--- config.mk ---
export PLATFORM = sky130hd
export DESIGN_NAME = readout_sequencer
export DESIGN_NICKNAME = d
export VERILOG_FILES = /design/src/rtl/rs_pkg.sv /design/src/rtl/rs_reset_sync.sv /design/src/rtl/rs_start_gate.sv /design/src/rtl/rs_sequencer.sv /design/src/rtl/rs_sample_buf.sv /design/src/rtl/readout_sequencer.sv
export SDC_FILE = /design/constraint.sdc
export NUM_CORES = 1
export LEC_CHECK = 0
export ABC_AREA = 1
export CAP_MARGIN = 40
export CORE_MARGIN = 2
export CORE_UTILIZATION = 43
export CTS_BUF_LIST = sky130_fd_sc_hd__clkbuf_16
export DETAILED_ROUTE_END_ITERATION = 10
export GPL_ROUTABILITY_DRIVEN = 0
export PLACE_DENSITY_LB_ADDON = 0.3
export SYNTH_ARGS = -nofsm -noshare
export SYNTH_HDL_FRONTEND = slang
export SYNTH_HIERARCHICAL = 1
export SYNTH_SLANG_ARGS = --single-unit
--- constraint.sdc ---
create_clock -name clk -period 3.3 [get_ports clk]
set_input_delay 0.495 -clock clk [delete_from_list [all_inputs] [get_ports clk]]
set_output_delay 0.495 -clock clk [all_outputs]
set_load 0.01 [all_outputs]
--- src/rtl/rs_pkg.sv ---
package rs_pkg;

  typedef enum logic [2:0] {
    SQ_IDLE,
    SQ_DELAY,
    SQ_SETTLE,
    SQ_SCAN,
    SQ_DRAIN
  } seq_state_e;

  // Width needed to hold an index below n (at least one bit).
  function automatic int bits_for(input int n);
    return (n <= 1) ? 1 : $clog2(n);
  endfunction

endpackage

--- src/rtl/rs_reset_sync.sv ---
module rs_reset_sync (
  input  logic clk,
  input  logic arst_n,
  output logic srst_n
);

  logic meta_q;
  logic sync_q;

  always_ff @(posedge clk or negedge arst_n) begin
    if (!arst_n) begin
      meta_q <= 1'b0;
      sync_q <= 1'b0;
    end else begin
      meta_q <= 1'b1;
      sync_q <= meta_q;
    end
  end

  assign srst_n = sync_q;

endmodule

--- src/rtl/rs_start_gate.sv ---
module rs_start_gate #(
  parameter int N_CHIPS = 3
) (
  input  logic [N_CHIPS-1:0] trig_lines,
  input  logic               free_sel,
  output logic               start_req
);

  logic any_trig;

  // OR of every chip's fast-trigger line
  always_comb begin
    any_trig = 1'b0;
    for (int k = 0; k < N_CHIPS; k++) begin
      any_trig = any_trig | trig_lines[k];
    end
  end

  assign start_req = free_sel | any_trig;

endmodule

--- src/rtl/rs_sequencer.sv ---
module rs_sequencer
  import rs_pkg::*;
#(
  parameter int N_CH          = 32,
  parameter int SLOT_CYCLES   = 10,
  parameter int SETTLE_CYCLES = 4,
  parameter int DLY_W         = 8,
  localparam int CH_W   = bits_for(N_CH),
  localparam int SLOT_W = bits_for(SLOT_CYCLES),
  localparam int SETL_W = bits_for(SETTLE_CYCLES)
) (
  input  logic              clk,
  input  logic              rst_n,
  input  logic              start_req,
  input  logic              free_sel,
  input  logic [DLY_W-1:0]  hold_dly,
  input  logic [SLOT_W-1:0] samp_pt,
  input  logic              buf_pending,
  output logic              hold,
  output logic [CH_W-1:0]   mux_addr,
  output logic              busy,
  output logic              capture
);

  localparam logic [SLOT_W-1:0] LAST_SLOT  = SLOT_W'(SLOT_CYCLES - 1);
  localparam logic [CH_W-1:0]   LAST_CH    = CH_W'(N_CH - 1);
  localparam logic [SETL_W-1:0] SETL_START = SETL_W'(SETTLE_CYCLES - 1);

  seq_state_e        state_q, state_d;
  logic [DLY_W-1:0]  dly_q,   dly_d;
  logic [SETL_W-1:0] setl_q,  setl_d;
  logic [SLOT_W-1:0] slot_q,  slot_d;
  logic [CH_W-1:0]   ch_q,    ch_d;
  logic              hold_q,  hold_d;

  logic [SLOT_W-1:0] samp_eff;
  logic              at_samp;
  logic              stall;
  logic              run_en;

  // Clamp an out-of-range sampling point to the last slot cycle
  assign samp_eff = (samp_pt > LAST_SLOT) ? LAST_SLOT : samp_pt;
  assign at_samp  = (slot_q == samp_eff);
  assign stall    = at_samp && buf_pending;
  assign capture  = (state_q == SQ_SCAN) && at_samp && !buf_pending;
  assign run_en   = (state_q != SQ_IDLE) || start_req;

  always_comb begin
    state_d = state_q;
    dly_d   = dly_q;
    setl_d  = setl_q;
    slot_d  = slot_q;
    ch_d    = ch_q;
    hold_d  = hold_q;
    unique case (state_q)
      SQ_IDLE: begin
        if (start_req) begin
          if (free_sel) begin
            state_d = SQ_SETTLE;
            setl_d  = SETL_START;
          end else begin
            state_d = SQ_DELAY;
            dly_d   = hold_dly;
          end
        end
      end
      SQ_DELAY: begin
        if (dly_q == '0) begin
          state_d = SQ_SETTLE;
          setl_d  = SETL_START;
          hold_d  = 1'b1;
        end else begin
          dly_d = dly_q - 1'b1;
        end
      end
      SQ_SETTLE: begin
        if (setl_q == '0) begin
          state_d = SQ_SCAN;
          slot_d  = '0;
          ch_d    = '0;
        end else begin
          setl_d = setl_q - 1'b1;
        end
      end
      SQ_SCAN: begin
        if (!stall) begin
          if (slot_q == LAST_SLOT) begin
            slot_d = '0;
            if (ch_q == LAST_CH) begin
              state_d = SQ_DRAIN;
              hold_d  = 1'b0;
              ch_d    = '0;
            end else begin
              ch_d = ch_q + 1'b1;
            end
          end else begin
            slot_d = slot_q + 1'b1;
          end
        end
      end
      SQ_DRAIN: begin
        if (!buf_pending) begin
          state_d = SQ_IDLE;
        end
      end
      default: state_d = SQ_IDLE;
    endcase
  end

  always_ff @(posedge clk or negedge rst_n) begin
    if (!rst_n) begin
      state_q <= SQ_IDLE;
      dly_q   <= '0;
      setl_q  <= '0;
      slot_q  <= '0;
      ch_q    <= '0;
      hold_q  <= 1'b0;
    end else if (run_en) begin
      state_q <= state_d;
      dly_q   <= dly_d;
      setl_q  <= setl_d;
      slot_q  <= slot_d;
      ch_q    <= ch_d;
      hold_q  <= hold_d;
    end
  end

  assign hold     = hold_q;
  assign mux_addr = ch_q;
  assign busy     = (state_q != SQ_IDLE);


  hold_after_delay_chk: assert property (@(posedge clk) disable iff (!rst_n)
    $rose(hold_q) |-> ($past(state_q) == SQ_DELAY));


  mux_step_chk: assert property (@(posedge clk) disable iff (!rst_n)
    (state_q == SQ_SCAN && $past(state_q) == SQ_SCAN)
      |-> (ch_q == $past(ch_q) || ch_q == $past(ch_q) + 1'b1));


  hold_release_mux_chk: assert property (@(posedge clk) disable iff (!rst_n)
    $fell(hold_q) |-> (ch_q == '0));


  free_no_hold_chk: assert property (@(posedge clk) disable iff (!rst_n)
    (state_q == SQ_SETTLE && $past(state_q) == SQ_IDLE) |-> !hold_q);

endmodule

--- src/rtl/rs_sample_buf.sv ---
module rs_sample_buf
  import rs_pkg::*;
#(
  parameter int N_CHIPS = 3,
  parameter int N_CH    = 32,
  parameter int ADC_W   = 12,
  localparam int LANES  = 2 * N_CHIPS,
  localparam int CHIP_W = bits_for(N_CHIPS),
  localparam int LANE_W = CHIP_W + 1,
  localparam int CH_W   = bits_for(N_CH)
) (
  input  logic                   clk,
  input  logic                   rst_n,
  input  logic                   capture,
  input  logic [CH_W-1:0]        chan_in,
  input  logic [LANES*ADC_W-1:0] adc_words,
  input  logic                   out_ready,
  output logic                   out_valid,
  output logic [CHIP_W-1:0]      out_chip,
  output logic [CH_W-1:0]        out_chan,
  output logic                   out_lowgain,
  output logic [ADC_W-1:0]       out_data,
  output logic                   pending
);

  localparam logic [LANE_W-1:0] LAST_LANE = LANE_W'(LANES - 1);

  logic [LANES-1:0][ADC_W-1:0] lane_w;
  logic [CH_W-1:0]             chan_q;
  logic [LANE_W-1:0]           idx_q, idx_d;
  logic                        pend_q, pend_d;
  logic                        hs;

  // One capture register per ADC lane, loaded together
  for (genvar k = 0; k < LANES; k++) begin : g_lane
    logic [ADC_W-1:0] word_q;
    always_ff @(posedge clk or negedge rst_n) begin
      if (!rst_n) begin
        word_q <= '0;
      end else if (capture) begin
        word_q <= adc_words[k*ADC_W +: ADC_W];
      end
    end
    assign lane_w[k] = word_q;
  end

  always_ff @(posedge clk or negedge rst_n) begin
    if (!rst_n) begin
      chan_q <= '0;
    end else if (capture) begin
      chan_q <= chan_in;
    end
  end

  assign hs = pend_q && out_ready;

  always_comb begin
    pend_d = pend_q;
    idx_d  = idx_q;
    if (capture) begin
      pend_d = 1'b1;
      idx_d  = '0;
    end else if (hs) begin
      if (idx_q == LAST_LANE) begin
        pend_d = 1'b0;
      end else begin
        idx_d = idx_q + 1'b1;
      end
    end
  end

  always_ff @(posedge clk or negedge rst_n) begin
    if (!rst_n) begin
      pend_q <= 1'b0;
      idx_q  <= '0;
    end else if (capture || hs) begin
      pend_q <= pend_d;
      idx_q  <= idx_d;
    end
  end

  assign out_valid   = pend_q;
  assign pending     = pend_q;
  assign out_chip    = CHIP_W'(idx_q >> 1);
  assign out_lowgain = idx_q[0];
  assign out_chan    = chan_q;
  assign out_data    = lane_w[idx_q];


  stream_hold_chk: assert property (@(posedge clk) disable iff (!rst_n)
    (out_valid && !out_ready) |=> (out_valid && $stable(idx_q) && $stable(chan_q)));

endmodule

--- src/rtl/readout_sequencer.sv ---
module readout_sequencer
  import rs_pkg::*;
#(
  parameter int N_CHIPS       = 3,
  parameter int N_CH          = 32,
  parameter int ADC_W         = 12,
  parameter int SLOT_CYCLES   = 10,
  parameter int SETTLE_CYCLES = 4,
  parameter int DLY_W         = 8,
  localparam int LANES  = 2 * N_CHIPS,
  localparam int CHIP_W = bits_for(N_CHIPS),
  localparam int CH_W   = bits_for(N_CH),
  localparam int SLOT_W = bits_for(SLOT_CYCLES)
) (
  input  logic                   clk,
  input  logic                   rst_n,
  input  logic                   free_run,
  input  logic [N_CHIPS-1:0]     trig_in,
  input  logic [DLY_W-1:0]       hold_dly,
  input  logic [SLOT_W-1:0]      samp_pt,
  input  logic [LANES*ADC_W-1:0] adc_bus,
  output logic                   hold,
  output logic [CH_W-1:0]        mux_addr,
  output logic                   busy,
  output logic                   out_valid,
  input  logic                   out_ready,
  output logic [CHIP_W-1:0]      out_chip,
  output logic [CH_W-1:0]        out_chan,
  output logic                   out_lowgain,
  output logic [ADC_W-1:0]       out_data
);

  logic srst_n;
  logic start_req;
  logic capture;
  logic pending;

  rs_reset_sync u_rst (
    .clk    (clk),
    .arst_n (rst_n),
    .srst_n (srst_n)
  );

  rs_start_gate #(.N_CHIPS(N_CHIPS)) u_gate (
    .trig_lines (trig_in),
    .free_sel   (free_run),
    .start_req  (start_req)
  );

  rs_sequencer #(
    .N_CH          (N_CH),
    .SLOT_CYCLES   (SLOT_CYCLES),
    .SETTLE_CYCLES (SETTLE_CYCLES),
    .DLY_W         (DLY_W)
  ) u_seq (
    .clk         (clk),
    .rst_n       (srst_n),
    .start_req   (start_req),
    .free_sel    (free_run),
    .hold_dly    (hold_dly),
    .samp_pt     (samp_pt),
    .buf_pending (pending),
    .hold        (hold),
    .mux_addr    (mux_addr),
    .busy        (busy),
    .capture     (capture)
  );

  rs_sample_buf #(
    .N_CHIPS (N_CHIPS),
    .N_CH    (N_CH),
    .ADC_W   (ADC_W)
  ) u_buf (
    .clk         (clk),
    .rst_n       (srst_n),
    .capture     (capture),
    .chan_in     (mux_addr),
    .adc_words   (adc_bus),
    .out_ready   (out_ready),
    .out_valid   (out_valid),
    .out_chip    (out_chip),
    .out_chan    (out_chan),
    .out_lowgain (out_lowgain),
    .out_data    (out_data),
    .pending     (pending)
  );


  valid_within_busy_chk: assert property (@(posedge clk) disable iff (!srst_n)
    out_valid |-> busy);

endmodule

==> run_results.csv, run 1 <==
group,metric,value,unit
outcome,status,"finished, final reports clean",
drt,ant_nets,0,
clocking,cts-buffers-inserted,9,
cells_and_area,regArea,2658,um^2
placed_design,port_buffers,118,
yosys,synth_top_area_share,47.67,%
cells_and_area,final_area,7181,um^2
sta,whs,0.2176,ns
cells_and_area,drive_gt1_share,6.057,%
yosys,ys_warn_count,6,
sta,timing.final.hold_violations,0,
sta,finalSetupViolCount,0,
drt,drt-total-wl,13670,um
cells_and_area,nNetsFinal,937,
drt,vias,4857,
global_routing,grt-ovfl-total,0,
cells_and_area,antennaDiodeCount,0,
clocking,ctsHoldBuffers,0,
sta,rsz0062_at_grt,"no",
global_routing,grt_usage,20.87,%
clocking,cts_tree,"built",
yosys,synth_cell_types,35,
yosys,synth_commonest_cells,"nand2_1, dfrtp_1, inv_1",
clocking,htree_levels,3,
global_routing,grt_max_degree,139,
yosys,synth_edf_count,0,
floorplanning,coreArea,12620,um^2
sta,clock.fmax,332.9,MHz
drt,firstDrtPassIters,4,
setup_path,worstPathMaxFanout,13,
setup_path,cp_cell_sequence,"inv_1 > nor2_1 > o211ai_1 > nand2_1 > clkdlybuf4s50_1",
setup_path,critical_path.top_delay_family,"simple AND/OR/NAND/NOR gates",
cells_and_area,filler_cell_count,1211,
drt,drcViolationCount,0,
yosys,yosysMostFrequentCell,"nand2_1",
global_routing,antenna_found_initial,0,
floorplanning,initial_core_util,44.09,%
floorplanning,die_x,117.8,um
cells_and_area,multi_input_area,2370,um^2
clocking,cts_resized,0,
setup_path,start_kind,"flip-flop",
power,cellPowerDensity,809.3,nW/um^2
sta,fin_skew,0.006199,ns
cells_and_area,syn_to_final_growth,29.05,%
setup_path,slowest_stage,"nor2_1",
sta,tns,0,ns
yosys,syn_inst,736,
setup_path,critPathArrivalTime,2.51,ns
setup_path,cp_data_required_time,2.80,ns
setup_path,path_class,"reg2out",
job,drv_cap,0,
yosys,synth_area_leaders,"dfrtp_1, nand2_1, o21ai_0",
yosys,synth-main-ff-cell,"dfrtp_1",
sta,fin_crit,3.004,ns
yosys,syn_nets,836,
power,vdd_drop_max,404.6,uV
sta,fin_crit_sh,91.03,%
yosys,synth_area,5564,um^2
clocking,cts_root_buf,"clkbuf_16",
floorplanning,ios,119,
sta,finalMaxSlewViolations,0,
yosys,post-synth-top-area-cell,"dfrtp_1",
yosys,synthArstFlopShare,100.0,%
sta,slew_headroom,49.15,%
yosys,synth_seq_cells,106,
setup_path,end_kind,"output port",
global_routing,grt_pass1_wl,23360,um
setup_path,cp_num_buf_inv,2,
min_path,min_path_type,"reg2async",
drt,vias_per_cell,4.790,
global_routing,grt_pass1_vias,4670,
sta,worst_pin_slew,0.7600,ns
placed_design,dp_hpwl,9785,um
clocking,clock_latency,0.35,ns
power,power,5811,uW
floorplanning,die_h,117.8,um
clocking,cts_buffer_depth,2,
drt,wl_per_cell,13.48,um
clocking,path_clk_slew,0.07,ns
setup_path,critPathMaxStageDelay,0.63,ns
yosys,syn_avg_cell_area,7.560,um^2
clocking,cts_sinks,106,
power,p_leak,0.003488,uW
floorplanning,dieArea,13870,um^2
clocking,post_cts_buffers,0,
floorplanning,rows,41,
yosys,ys_seq_area_share,47.67,%
drt,drt_iter0_drc,324,
placed_design,placed_area,6854,um^2
[report_power, final]
group | switching [uW] | internal, uW | total, uW
Combinational | 1490 | 1030 | 2520
Sequential | 314 | 1790 | 2110
Clock | 511 | 674 | 1190
Total | 2320 | 3500 | 5810
[logic make-up (layout without fill, tap and decap cells)]
kind of cell	Yosys count	in the layout	share of synthesized area (%)
buf+inv	129	235	9.872
xor+xnor	4	4	0.6298
simple gates	387	387	29.86
flops	106	106	47.67
compound gates	100	100	9.872
fa+ha+maj	9	9	2.024
other cells	1	1	0.06740
[registers in the layout, summed over array words and instances (netlist names)]
register	cells
u_seq/slot_q	4
u_rst/srst_n	1
u_buf/g_lane.word_q	72
u_seq/dly_q	8
u_seq/mux_addr	5
u_rst/meta_q	1
u_buf/out_valid	1
u_buf/out_chan	5
u_seq/state_q	3
u_seq/hold	1
u_seq/setl_q	2
u_buf/idx_q	3
[worst register-to-register path: stages, from the launching register on]
cell	delay [ns]
dfrtp_1	0.48
nand2_2	0.12
nor2_4	0.16
nand2_1	0.11
nor2_4	0.12
nand3_1	0.15
nor2_4	0.15
buf_12	0.41
o21ai_0	0.26
[cells in the final DEF (no fill, tap or decap), types with 5 or more instances in the layout]
cell type	n
nand2_1	275
ha_1	9
nand4_1	13
clkbuf_16	9
nor2_1	31
nand3_1	42
o211ai_1	12
inv_1	89
a21oi_1	8
clkdlybuf4s50_1	118
nand2_2	5
inv_2	6
dfrtp_1	104
o21ai_0	71
[path summary, 6_finish.rpt]
check	startpoint	endpoint	slack, ns	cells past startpoint
max	u_buf/idx_q[2]	out_data[10]	0.30	5
min	u_rst/srst_n	u_buf/g_lane[5].word_q[5]	0.22	0
max reg2reg	u_seq/state_q[0]	u_buf/g_lane[5].word_q[4]	1.19	8
min reg2reg	u_rst/srst_n	u_buf/g_lane[5].word_q[5]	0.22	0
max in group asynchronous	u_rst/srst_n	u_seq/slot_q[3]	2.26	2
min in group clk	u_rst/meta_q	u_rst/srst_n	0.35	0
[metrics by stage]
stage / setup slack, ns / utilization [%] / instances
final: 0.2960 / 56.90 / 1014
after global routing: 0.03861 / 56.90 / 1014
after CTS: 0.2794 / 56.90 / 1014
after detailed placement: 0.6902 / 54.31 / 998
after global placement: 0.7301 / 54.09 / 997
after floorplan: 0.1285 / - / 736
[area by class of cell]
| class | count | share of cell area (%) |
|---|---|---|
| sequential | 106 | 37.01 |
| multi-input combinational | 501 | 33.00 |
| timing repair buffer | 123 | 17.42 |
| inverter | 96 | 5.018 |
| clock buffer | 9 | 3.136 |
| tap | 172 | 2.997 |
| clock inverter | 7 | 1.411 |
[layer usage]
metal	part of all wire [%]	GRT usage (%)	vias to the layer above
li1	-	-	2507
met1	45	27.94	2226
met2	48	33.39	113
met3	6.4	6.831	11
met4	0.73	4.066	0
met5	0	0	-
Note: power is estimated with default switching activity, not from simulation.
==> run 2: changes to the inputs <==
- GPL_TIMING_DRIVEN: unset -> 0
==> run 2 against run 1 <==
Compared with the run above:
- critical path type unchanged
- final area up 1.5%
- die area unchanged
- critical endpoint is now out_data[7]
- first-iteration DRC count up 22%
- largest power group unchanged
- clock power down 9%
- global-route usage up 0.37 points
- critical path depth unchanged
- via count up 4.6%
- sequential share of layout area down 0.56 points
- cell count up 2.9%
==> run_results.csv, run 2 (synthesis gave the netlist of run 1 again) <==
group,metric,value,unit
drt,vias_per_cell,4.870,
cells_and_area,nNetsFinal,966,
clocking,cts-buffers-inserted,9,
drt,drcViolationCount,0,
placed_design,port_buffers,118,
floorplanning,coreArea,12620,um^2
drt,wl_per_cell,13.91,um
floorplanning,ios,119,
placed_design,dp_hpwl,10700,um
sta,fin_crit,2.743,ns
global_routing,use_met1,27.36,%
drt,ant_nets,0,
placed_design,dp_slack,0.4804,ns
setup_path,regToRegSetupSlack,0.87,ns
setup_path,start_kind,"flip-flop",
sta,finalSetupViolCount,0,
clocking,cts_root_buf,"clkbuf_16",
global_routing,grt_pass1_wl,23670,um
clocking,post_cts_buffers,0,
global_routing,grt_max_degree,58,
drt,vias,5079,
drt,drt_iter0_drc,395,
power,p_leak,0.003592,uW
floorplanning,die_x,117.8,um
setup_path,path_class,"reg2out",
sta,slew_headroom,48.70,%
setup_path,critPathArrivalTime,2.25,ns
clocking,cts_sinks,106,
power,vdd_drop_max,412.1,uV
global_routing,grt_pass1_vias,4842,
sta,clock.fmax,364.6,MHz
sta,setup_ws,0.5571,ns
global_routing,antenna_found_initial,0,
floorplanning,rows,41,
cells_and_area,top_regs,"u_buf/g_lane.word_q: 72 flops, u_seq/dly_q: 8 flops",
sta,tns,0,ns
cells_and_area,drive_gt1_share,8.037,%
floorplanning,die_h,117.8,um
sta,fin_crit_sh,83.12,%
clocking,clock_latency,0.35,ns
sta,rsz0062_at_grt,"no",
cells_and_area,antennaDiodeCount,0,
global_routing,grt.met2_usage,35.39,%
cells_and_area,final_common_cell,"nand2_1",
cells_and_area,syn_to_final_growth,30.96,%
sta,worst_pin_slew,0.7695,ns
cells_and_area,regMostFlops,"u_buf/g_lane.word_q",
global_routing,use_met3,5.766,%
clocking,ctsHoldBuffers,0,
cells_and_area,final_area,7287,um^2
placed_design,placed_area,6992,um^2
power,cellPowerDensity,801.9,nW/um^2
sta,finalMaxSlewViolations,0,
clocking,cts_buffer_depth,2,
cells_and_area,largest_register_ffs,72,
clocking,cts_resized,0,
cells_and_area,utilization,57.74,%
sta,whs,0.2993,ns
outcome,status,"finished, final reports clean",
job,drv_cap,0,
drt,drt-total-wl,14500,um
clocking,path_clk_slew,0.07,ns
setup_path,worstPathMaxFanout,10,
clocking,cts_tree,"built",
global_routing,grt-ovfl-total,0,
sta,fin_skew,0.007272,ns
setup_path,cp_data_required_time,2.80,ns
setup_path,reg2reg_depth,13,
clocking,htree_levels,3,
sta,timing.final.hold_violations,0,
global_routing,top_usage_layer,"met2",
cells_and_area,final_cell_mix,"nand2_1, clkdlybuf4s50_1, dfrtp_1, inv_1, o21ai_0",
setup_path,end_kind,"output port",
global_routing,grt_usage,21.25,%
drt,firstDrtPassIters,5,
floorplanning,initial_core_util,44.09,%
min_path,min_path_type,"in2async",
floorplanning,dieArea,13870,um^2
run 2: changes by cell type in the layout (fill, tap and decap cells not counted), moves of 2 or more:
cell / delta
clkbuf_1: +6
buf_6: +2
clkinv_4: -2
buf_2: +16
inv_1: +2
buf_4: +5
run 2: where the power goes:
part	internal [uW]	switching (uW)
Clock	590	492
Sequential	1790	283
Combinational	1090	1590
Total	3480	2370
run 2: critical path, stage by stage (launching register included):
cell and delay, ns:
dfrtp_1 0.39, buf_2 0.19, clkbuf_1 0.41, o211ai_1 0.20
nand2_1 0.15, clkdlybuf4s50_1 0.55
run 2: layout make-up:
cell class / instances / area (um^2)
fillers: 1209 / 5333
flip-flops and latches: 106 / 2656
multi-input cells: 501 / 2362
repair buffers: 119 / 1209
inverters: 96 / 360.3
clock buffers: 9 / 225.2
well taps: 172 / 215.2
plain buffers: 33 / 188.9
clock inverters: 7 / 70.07
run 2: path summary, 6_finish.rpt:
check / startpoint / endpoint
worst max-delay path: u_buf/idx_q[0] / out_data[7]
worst min-delay path: rst_n / u_rst/meta_q
worst max register to register: u_seq/state_q[0] / u_buf/idx_q[0]
worst min register to register: u_rst/meta_q / u_rst/srst_n
max in group asynchronous: u_rst/srst_n / u_seq/dly_q[2]
min in group clk: u_rst/meta_q / u_rst/srst_n
run 2: stage by stage:
stage	total power, uW	std cells
after detailed placement	4756	1027
after global placement	4682	1026
after floorplan	3708	736
after CTS	5866	1043
final	5844	1043
after global routing	6300	1043
run 2: per-layer routing:
metal	vias up	wire (um)
met1	2349	6471
li1	2561	-
met3	13	865
met5	-	0
met2	156	6959
met4	0	208
==> run 3: changes to the inputs <==
- clock period: 3.3 -> 2.25 ns (I/O delays scaled with it)
==> run 3 against run 2 <==
Compared with the run above:
- first-iteration DRC count down 30%
- routed wire length decreased by 1.6%
- die area is the same
- worst setup slack worse by 0.46 ns
- register-to-register slack worse by 0.70 ns
- largest cell class unchanged
==> run_results.csv, run 3 (synthesis gave the netlist of run 1 again) <==
group,metric,value,unit
outcome,status,"finished, final reports clean",
drt,drt-total-wl,14270,um
drt,wl_per_cell,13.62,um
floorplanning,dieArea,13870,um^2
setup_path,crit_start,"u_buf/idx_q[0]",
floorplanning,coreArea,12620,um^2
setup_path,worstPathMaxFanout,10,
cells_and_area,nNetsFinal,971,
drt,vias,5072,
drt,vias_per_cell,4.840,
floorplanning,initial_core_util,44.09,%
sta,fin_crit_sh,95.60,%
placed_design,dp_hpwl,10510,um
setup_path,start_kind,"flip-flop",
placed_design,placed_area,6992,um^2
drt,drt_iter0_drc,277,
cells_and_area,final_area,7366,um^2
power,p_leak,0.003647,uW
global_routing,antenna_found_initial,0,
clocking,cts-buffers-inserted,9,
sta,worst_pin_slew,0.6911,ns
clocking,cts_sinks,106,
floorplanning,rows,41,
clocking,clock_latency,0.36,ns
sta,rsz0062_at_grt,"no",
setup_path,critPathArrivalTime,1.81,ns
cells_and_area,final_common_cell,"nand2_1",
placed_design,port_buffers,118,
setup_path,cp_common_cell,"nand2_1",
sta,finalMaxSlewViolations,0,
global_routing,grt_pass1_wl,23180,um
drt,drcViolationCount,0,
cells_and_area,largest_register_ffs,72,
job,drv_cap,0,
setup_path,rr_startpoint,"u_seq/state_q[0]",
setup_path,path_class,"reg2out",
sta,whs,0.1372,ns
sta,fin_skew,0.008246,ns
global_routing,grt_max_degree,56,
setup_path,end_kind,"output port",
sta,tns,0,ns
clocking,cts_buffer_depth,2,
cells_and_area,utilization,58.37,%
global_routing,grt_pass1_vias,4677,
setup_path,cp_data_required_time,1.91,ns
sta,timing.final.hold_violations,0,
clocking,htree_levels,3,
setup_path,cp_num_buf_inv,3,
global_routing,grt-ovfl-total,0,
sta,fin_crit,2.151,ns
min_path,min_path_type,"in2async",
sta,clock.fmax,464.9,MHz
clocking,path_clk_slew,0.07,ns
cells_and_area,top_regs,"u_buf/g_lane.word_q: 72 flops, u_seq/dly_q: 8 flops",
setup_path,reg2reg_depth,13,
setup_path,worst-path-stages,8,
floorplanning,die_h,117.8,um
drt,ant_nets,0,
global_routing,grt_usage,20.98,%
sta,finalSetupViolCount,0,
cells_and_area,final_cell_mix,"nand2_1, clkdlybuf4s50_1, dfrtp_1, inv_1, o21ai_0",
power,vdd_drop_max,630.8,uV
setup_path,cp_cell_sequence,"buf_4 > buf_2 > nand2_1 > nand3_1 > nand2_1 > nand2_1 > nand2_1 > dlygate4sd2_1",
setup_path,slowest_stage,"dfrtp_1",
setup_path,critPathMaxStageDelay,0.38,ns
cells_and_area,regMostFlops,"u_buf/g_lane.word_q",
clocking,cts_tree,"built",
clocking,cts_root_buf,"clkbuf_16",
floorplanning,die_x,117.8,um
drt,firstDrtPassIters,5,
cells_and_area,syn_to_final_growth,32.38,%
floorplanning,ios,119,
cells_and_area,antennaDiodeCount,0,
setup_path,critical_path.top_delay_family,"buffers and inverters",
power,cellPowerDensity,1167,nW/um^2
sta,slew_headroom,53.93,%
cells_and_area,drive_gt1_share,9.132,%
## run 3: path summary, 6_finish.rpt
path,end,slack [ns]
max,out_data[5],0.1
min,u_rst/srst_n,0.14
min in group clk,u_rst/srst_n,0.36
min reg2reg,u_rst/srst_n,0.36
max in group asynchronous,u_buf/idx_q[1],1.17
max reg2reg,u_buf/idx_q[2],0.17
## run 3: routing by layer
metal  vias up  routed length (um)  global-route usage, %
met5         -                   0                      0
met2       149                6645                  33.43
met3        23                 800                  3.779
li1       2575                   -                      -
met4         0                 355                  8.735
met1      2325                6470                  28.25
## run 3: area by class of cell
class                      count  area (um^2)
tap                          172        215.2
multi-input combinational    501         2370
buffer                        33        211.5
clock inverter                 7        86.33
inverter                      96        362.8
clock buffer                   9        225.2
sequential                   106         2660
timing repair buffer         124         1235
fill                        1187         5254
## run 3: per-stage QoR
stage          cells  setup WS (ns)  power [uW]
2_1_floorplan    736         0.4123        5437
4_1_cts         1047        0.04244        8565
3_3_place_gp    1026        -0.4027        6863
5_1_grt         1048       0.008703        9243
6_report        1048        0.09896        8598
3_5_place_dp    1027        -0.4316        6947
## run 3: repair_timing
action                                  in CTS  in global routing
hold buffers                                 0                  0
endpoints found under the setup margin      66                 52
setup buffers                                4                  0
resized for setup                           20                 10
gates cloned                                 0                  1
pin swaps                                    0                  0
## run 3: report_power, final
part / total, uW / switching (uW) / internal [uW]
clock: 1680 / 716 / 966
combinational: 3900 / 2350 / 1550
sequential: 3020 / 384 / 2640
